## src/rtl/rcc_pkg.sv

```systemverilog
package rcc_pkg;
  typedef enum logic [1:0] {
    ECLS_CORR   = 2'd0,
    ECLS_DEFER  = 2'd1,
    ECLS_UNCORR = 2'd2,
    ECLS_RSVD   = 2'd3
  } err_cls_e;

  function automatic logic cls_countable(err_cls_e c, bit defer_en, bit uncorr_en);
    case (c)
      ECLS_CORR:   return 1'b1;
      ECLS_DEFER:  return defer_en;
      ECLS_UNCORR: return uncorr_en;
      default:     return 1'b0;
    endcase
  endfunction
endpackage

```

## src/rtl/rcc_route.sv

```systemverilog
module rcc_route #(
  parameter bit REPEAT_EN    = 1'b1,
  parameter bit COUNT_DEFER  = 1'b1,
  parameter bit COUNT_UNCORR = 1'b0,
  parameter int TAG_W        = 16
) (
  input  logic             err_vld_i,
  input  logic [1:0]       err_cls_i,
  input  logic [TAG_W-1:0] err_tag_i,
  input  logic             block_i,
  input  logic             tag_vld_i,
  input  logic [TAG_W-1:0] tag_i,
  output logic             inc_rep_o,
  output logic             inc_oth_o,
  output logic             latch_o
);
  import rcc_pkg::*;

  logic cnt_ev;
  logic tag_hit;

  assign cnt_ev  = err_vld_i && !block_i &&
                   cls_countable(err_cls_e'(err_cls_i), COUNT_DEFER, COUNT_UNCORR);
  assign tag_hit = tag_vld_i && (tag_i == err_tag_i);

  generate
    if (REPEAT_EN) begin : g_rep
      assign latch_o   = cnt_ev && !tag_vld_i;
      assign inc_rep_o = cnt_ev && (!tag_vld_i || tag_hit);
      assign inc_oth_o = cnt_ev && tag_vld_i && !tag_hit;
    end else begin : g_single
      assign latch_o   = 1'b0;
      assign inc_rep_o = cnt_ev;
      assign inc_oth_o = 1'b0;
    end
  endgenerate
endmodule

```

## src/rtl/rcc_ctr.sv

```systemverilog
module rcc_ctr #(
  parameter int CW = 7
) (
  input  logic          clk_i,
  input  logic          rst_ni,
  input  logic          inc_i,
  input  logic          wr_i,
  input  logic [CW-1:0] wr_cnt_i,
  input  logic          wr_of_i,
  output logic [CW-1:0] cnt_o,
  output logic          of_o
);
  always_ff @(posedge clk_i or negedge rst_ni) begin
    if (!rst_ni) begin
      cnt_o <= '0;
      of_o  <= 1'b0;
    end else if (wr_i) begin
      cnt_o <= wr_cnt_i;
      of_o  <= wr_of_i;
    end else if (inc_i) begin
      cnt_o <= cnt_o + 1'b1;
      if (&cnt_o) of_o <= 1'b1;
    end
  end
endmodule

```

## src/rtl/rcc_tag.sv

```systemverilog
module rcc_tag #(
  parameter int TAG_W = 16
) (
  input  logic             clk_i,
  input  logic             rst_ni,
  input  logic             clr_i,
  input  logic             wr_i,
  input  logic [TAG_W-1:0] wr_tag_i,
  input  logic             wr_vld_i,
  input  logic             latch_i,
  input  logic [TAG_W-1:0] err_tag_i,
  output logic [TAG_W-1:0] tag_o,
  output logic             vld_o
);
  always_ff @(posedge clk_i or negedge rst_ni) begin
    if (!rst_ni) begin
      tag_o <= '0;
      vld_o <= 1'b0;
    end else if (clr_i) begin
      vld_o <= 1'b0;
    end else if (wr_i) begin
      tag_o <= wr_tag_i;
      vld_o <= wr_vld_i;
    end else if (latch_i) begin
      tag_o <= err_tag_i;
      vld_o <= 1'b1;
    end
  end
endmodule

```

## src/rtl/rcc_reg.sv

```systemverilog
module rcc_reg #(
  parameter bit REPEAT_EN    = 1'b1,
  parameter bit WIDE         = 1'b1,
  parameter bit COUNT_DEFER  = 1'b1,
  parameter bit COUNT_UNCORR = 1'b0,
  parameter int TAG_W        = 16,
  parameter int REC_IDX      = 0,
  parameter int ADDR_W       = 12
) (
  input  logic              clk_i,
  input  logic              rst_ni,
  input  logic              rec_rst_i,
  input  logic              err_vld_i,
  input  logic [1:0]        err_cls_i,
  input  logic [TAG_W-1:0]  err_tag_i,
  input  logic              stat_mv_i,
  input  logic              reg_en_i,
  input  logic              reg_we_i,
  input  logic [ADDR_W-1:0] reg_addr_i,
  input  logic [63:0]       reg_wdata_i,
  output logic [63:0]       reg_rdata_o
);
  localparam int CW      = WIDE ? 15 : 7;
  localparam int REP_LSB = 32;
  localparam int REP_OF  = REP_LSB + CW;
  localparam int OTH_LSB = REP_OF + 1;
  localparam int OTH_OF  = OTH_LSB + CW;
  localparam int VLD_BIT = 31;
  localparam int BASE    = 'h20 + 64 * REC_IDX;

  logic              sel;
  logic              wr_hit;
  logic              inc_rep, inc_oth, latch;
  logic [CW-1:0]     rep_cnt, oth_cnt;
  logic              rep_of, oth_of;
  logic [TAG_W-1:0]  tag_q;
  logic              tag_vld_q;
  logic [63:0]       word;

  assign sel    = reg_en_i && (reg_addr_i == ADDR_W'(BASE));
  assign wr_hit = sel && reg_we_i;

  rcc_route #(
    .REPEAT_EN(REPEAT_EN), .COUNT_DEFER(COUNT_DEFER),
    .COUNT_UNCORR(COUNT_UNCORR), .TAG_W(TAG_W)
  ) i_route (
    .err_vld_i (err_vld_i),
    .err_cls_i (err_cls_i),
    .err_tag_i (err_tag_i),
    .block_i   (rec_rst_i),
    .tag_vld_i (tag_vld_q),
    .tag_i     (tag_q),
    .inc_rep_o (inc_rep),
    .inc_oth_o (inc_oth),
    .latch_o   (latch)
  );

  rcc_ctr #(.CW(CW)) i_rep_ctr (
    .clk_i    (clk_i),
    .rst_ni   (rst_ni),
    .inc_i    (inc_rep),
    .wr_i     (wr_hit),
    .wr_cnt_i (reg_wdata_i[REP_LSB +: CW]),
    .wr_of_i  (reg_wdata_i[REP_OF]),
    .cnt_o    (rep_cnt),
    .of_o     (rep_of)
  );

  generate
    if (REPEAT_EN) begin : g_rep
      rcc_ctr #(.CW(CW)) i_oth_ctr (
        .clk_i    (clk_i),
        .rst_ni   (rst_ni),
        .inc_i    (inc_oth),
        .wr_i     (wr_hit),
        .wr_cnt_i (reg_wdata_i[OTH_LSB +: CW]),
        .wr_of_i  (reg_wdata_i[OTH_OF]),
        .cnt_o    (oth_cnt),
        .of_o     (oth_of)
      );
      rcc_tag #(.TAG_W(TAG_W)) i_tag (
        .clk_i     (clk_i),
        .rst_ni    (rst_ni),
        .clr_i     (rec_rst_i),
        .wr_i      (wr_hit && !stat_mv_i),
        .wr_tag_i  (reg_wdata_i[TAG_W-1:0]),
        .wr_vld_i  (reg_wdata_i[VLD_BIT]),
        .latch_i   (latch),
        .err_tag_i (err_tag_i),
        .tag_o     (tag_q),
        .vld_o     (tag_vld_q)
      );
    end else begin : g_single
      assign oth_cnt   = '0;
      assign oth_of    = 1'b0;
      assign tag_q     = '0;
      assign tag_vld_q = 1'b0;
    end
  endgenerate

  always_comb begin
    word                  = '0;
    word[REP_LSB +: CW]   = rep_cnt;
    word[REP_OF]          = rep_of;
    if (REPEAT_EN) begin
      word[OTH_LSB +: CW] = oth_cnt;
      word[OTH_OF]        = oth_of;
      word[TAG_W-1:0]     = tag_q;
      word[VLD_BIT]       = tag_vld_q;
    end
  end

  assign reg_rdata_o = (sel && !reg_we_i) ? word : 64'd0;
endmodule

```

## config.mk

```make
export PLATFORM = sky130hd
export DESIGN_NAME = rcc_reg
export DESIGN_NICKNAME = d
export VERILOG_FILES = /design/src/rtl/rcc_pkg.sv /design/src/rtl/rcc_route.sv /design/src/rtl/rcc_ctr.sv /design/src/rtl/rcc_tag.sv /design/src/rtl/rcc_reg.sv
export SDC_FILE = /design/constraint.sdc
export NUM_CORES = 1
export LEC_CHECK = 0
export ABC_AREA = 0
export BUFFER_PORTS_ARGS = -buffer_cell sky130_fd_sc_hd__buf_2
export CORE_ASPECT_RATIO = 0.5
export CORE_UTILIZATION = 35
export DETAILED_ROUTE_END_ITERATION = 8
export SYNTH_ARGS = -nofsm -noshare
export SYNTH_HDL_FRONTEND = slang
export SYNTH_SLANG_ARGS = --single-unit
```

## constraint.sdc

```tcl
create_clock -name clk_i -period 2.2 [get_ports clk_i]
set_input_delay 0.33 -clock clk_i [delete_from_list [all_inputs] [get_ports clk_i]]
set_output_delay 0.33 -clock clk_i [all_outputs]
set_load 0.1 [all_outputs]
```

==> results.cfg <==
[run_status]
outcome = complete, no violations

[global_route]
grt_max_degree = 27
antenna_found_initial = 1
grt_pass1_vias = 3139
grt_pass1_wl_mm = 15.2
grt_overflow_total = 0
track_usage = 0.189

[power_and_ir_drop]
fin_total_pwr_mw = 2.63
power.density_nw_per_um2 = 484
leakagePower_nw = 2.37
ir_drop_mv = 0.303

[setup_path]
crit_chain = xnor2_1 > nand4_1 > o41a_1 > buf_12 > or4b_1 > a31oi_1
crit_family = simple AND/OR/NAND/NOR gates
slowest_delay_ns = 0.51
critPathLaunchType = flop
arrival_ns = 2.36
critPathSlowestCell = or4b_1
path_class = reg -> reg
endpoint_kind = flop
crit_buf_inv = 1
cp_data_required_time_ns = 2.41
crit_fanout = 12

[logic_synthesis]
seq_area_frac_synth = 0.356
synth_cell_type_count = 38
synth_warnings = 0
netlist.area_leader.share = 0.356
post-synth-top-count-cell = and2_1
synth_area_leader_cell = dfrtp_1
avgSynthCellArea_um2 = 8.96
synth_cells = 384
synth-seq-cells = 49
synthFlopType = dfrtp_1
async_flop_share = 1.00
netlist_top_cells_area = dfrtp_1, mux2_2, and2_1, a31oi_1, or4_1
synth_edf_count = 0
synth_common_cells = and2_1, dfrtp_1, mux2_2
syn_area_um2 = 3440

[clocking]
ctsHoldBuffers = 0
clk_latency_ns = 0.29
cts_root_buffer = clkbuf_16
htreeDepth = 2
cts_tree = yes
clkSinkCount = 49
cts_buffers = 5
cts.path.max_buffers = 2
path_clk_slew_ns = 0.07

[floorplanning]
core_area_um2 = 9510
rows = 25
initial_utilization = 0.362
die_area_um2 = 10300
dieHeight_um = 72.1
pin_count = 165
dieWidth_um = 142

[route]
wirelength_mm = 9.51
drt_first_pass_iters = 4
wl_per_cell_um = 14.4
drc = 0
drtIter0Drc = 193
ant_nets = 0
vias_per_cell = 5.03
via_count = 3327

[timing]
fmaxAchievable_ghz = 0.465
finalSetupViolations = 0
finalCritPeriodShare = 0.978
rsz0062_at_grt = true
slew_violations = 0
fin_ws_ns = 0.0484
finalCriticalPeriod_ns = 2.15
maxSlewHeadroom = 0.603
whs_ns = 0.0365
clock_skew_ns = 0.00612
tightest_slew_ns = 0.595
setup_tns_ns = 0
hold_viol = 0

[layout]
final_area_um2 = 5440
syn_to_final_growth_pct = 58.2
final_cell_count_no_fill = 662
fill_cells = 832
finalCoreUtilization = 0.572
seq_area_um2 = 1230
multi_input_area_um2 = 2160
nNetsFinal = 628
layout-drive-gt1-share = 0.510

[placed_design]
dp_hpwl_mm = 7.04
dp_cells = 648
gp_congestion = 0.745
post_dp_cell_area_um2 = 5140
dp_slack_ns = -0.0630
io_buffers = 133

[job]
maxCapViolations = 0

[min_path]
hp-class = in -> async
## cells by family (layout without fill, tap and decap cells)
family | after synthesis | in the layout | synth area share
other | 1 | 16 | 0.00109
muxes | 33 | 33 | 0.108
and+or+nand+nor | 172 | 172 | 0.284
buffers and inverters | 48 | 176 | 0.0749
adders and majority gates | 2 | 2 | 0.00727
DFF | 49 | 49 | 0.356
xor gates and xnor gates | 16 | 16 | 0.0407
AOI/OAI and AO/OA | 63 | 63 | 0.127
## layer usage
metal	GRT usage	vias to the layer above	routed length [µm]
li1	-	1650	-
met1	0.240	1589	4190
met2	0.322	84	4660
met3	0.0587	4	605
met4	0.0346	0	55
met5	0	-	0
## registers in the layout (all words and copies together) (netlist names)
signal	count
g_rep.i_tag.tag_o	16
g_rep.i_oth_ctr.cnt_o	15
i_rep_ctr.cnt_o	15
g_rep.i_oth_ctr.of_o	1
g_rep.i_tag.vld_o	1
i_rep_ctr.of_o	1
## final timing paths
path | from | end | slack [ns] | depth (start not counted)
max in group asynchronous | rst_ni | g_rep.i_tag.tag_o[4] | 1.51 | 2
min in group clk_i | rec_rst_i | g_rep.i_tag.vld_o | 0.23 | 2
setup reg to reg | g_rep.i_tag.tag_o[14] | i_rep_ctr.cnt_o[12] | 0.05 | 6
setup / recovery | g_rep.i_tag.tag_o[14] | i_rep_ctr.cnt_o[12] | 0.05 | 6
hold / removal | rst_ni | i_rep_ctr.cnt_o[7] | 0.04 | 1
hold reg to reg | g_rep.i_tag.tag_o[12] | g_rep.i_tag.tag_o[12] | 0.55 | 1
## cells in the final DEF (no fill, tap or decap), drive strengths merged, types with 2 or more instances in the layout
cell type / instances
nor4b: 2
nor2b: 4
nand4: 11
nand2: 18
and2: 51
o211ai: 2
nor2: 31
and3: 8
mux2: 33
conb: 15
o21ai: 6
xnor2: 16
and4: 2
clkbuf: 8
or4b: 2
nand3: 10
buf: 158
o41ai: 2
inv: 9
ha: 2
dfrtp: 49
or3: 5
a31o: 3
o31ai: 18
or4: 19
nor3: 5
a31oi: 28
## power by group
part | leakage [nW] | switching, mW | internal [mW]
Combinational | 1.67 | 0.311 | 0.285
Clock | 0.0841 | 0.342 | 0.569
Sequential | 0.618 | 0.116 | 1.01
Total | 2.37 | 0.769 | 1.86
## area by class of cell
cell class | count | share of cell area
Tap cell | 135 | 0.0310
Antenna cell | 1 | 0.000460
Sequential cell | 49 | 0.225
Clock buffer | 7 | 0.0262
Multi-Input combinational cell | 301 | 0.397
Clock inverter | 1 | 0.00552
Timing Repair Buffer | 159 | 0.308
Inverter | 9 | 0.00621
## repair_timing
action / CTS / global route
endpoints found under the setup margin: 2 / 61
gates resized for setup: 1 / 11
gates cloned: 0 / 1
pin swaps: 0 / 6
setup buffers: 0 / 4
hold endpoints to repair: 0 / 0
Power figures use the tool's default switching activity.
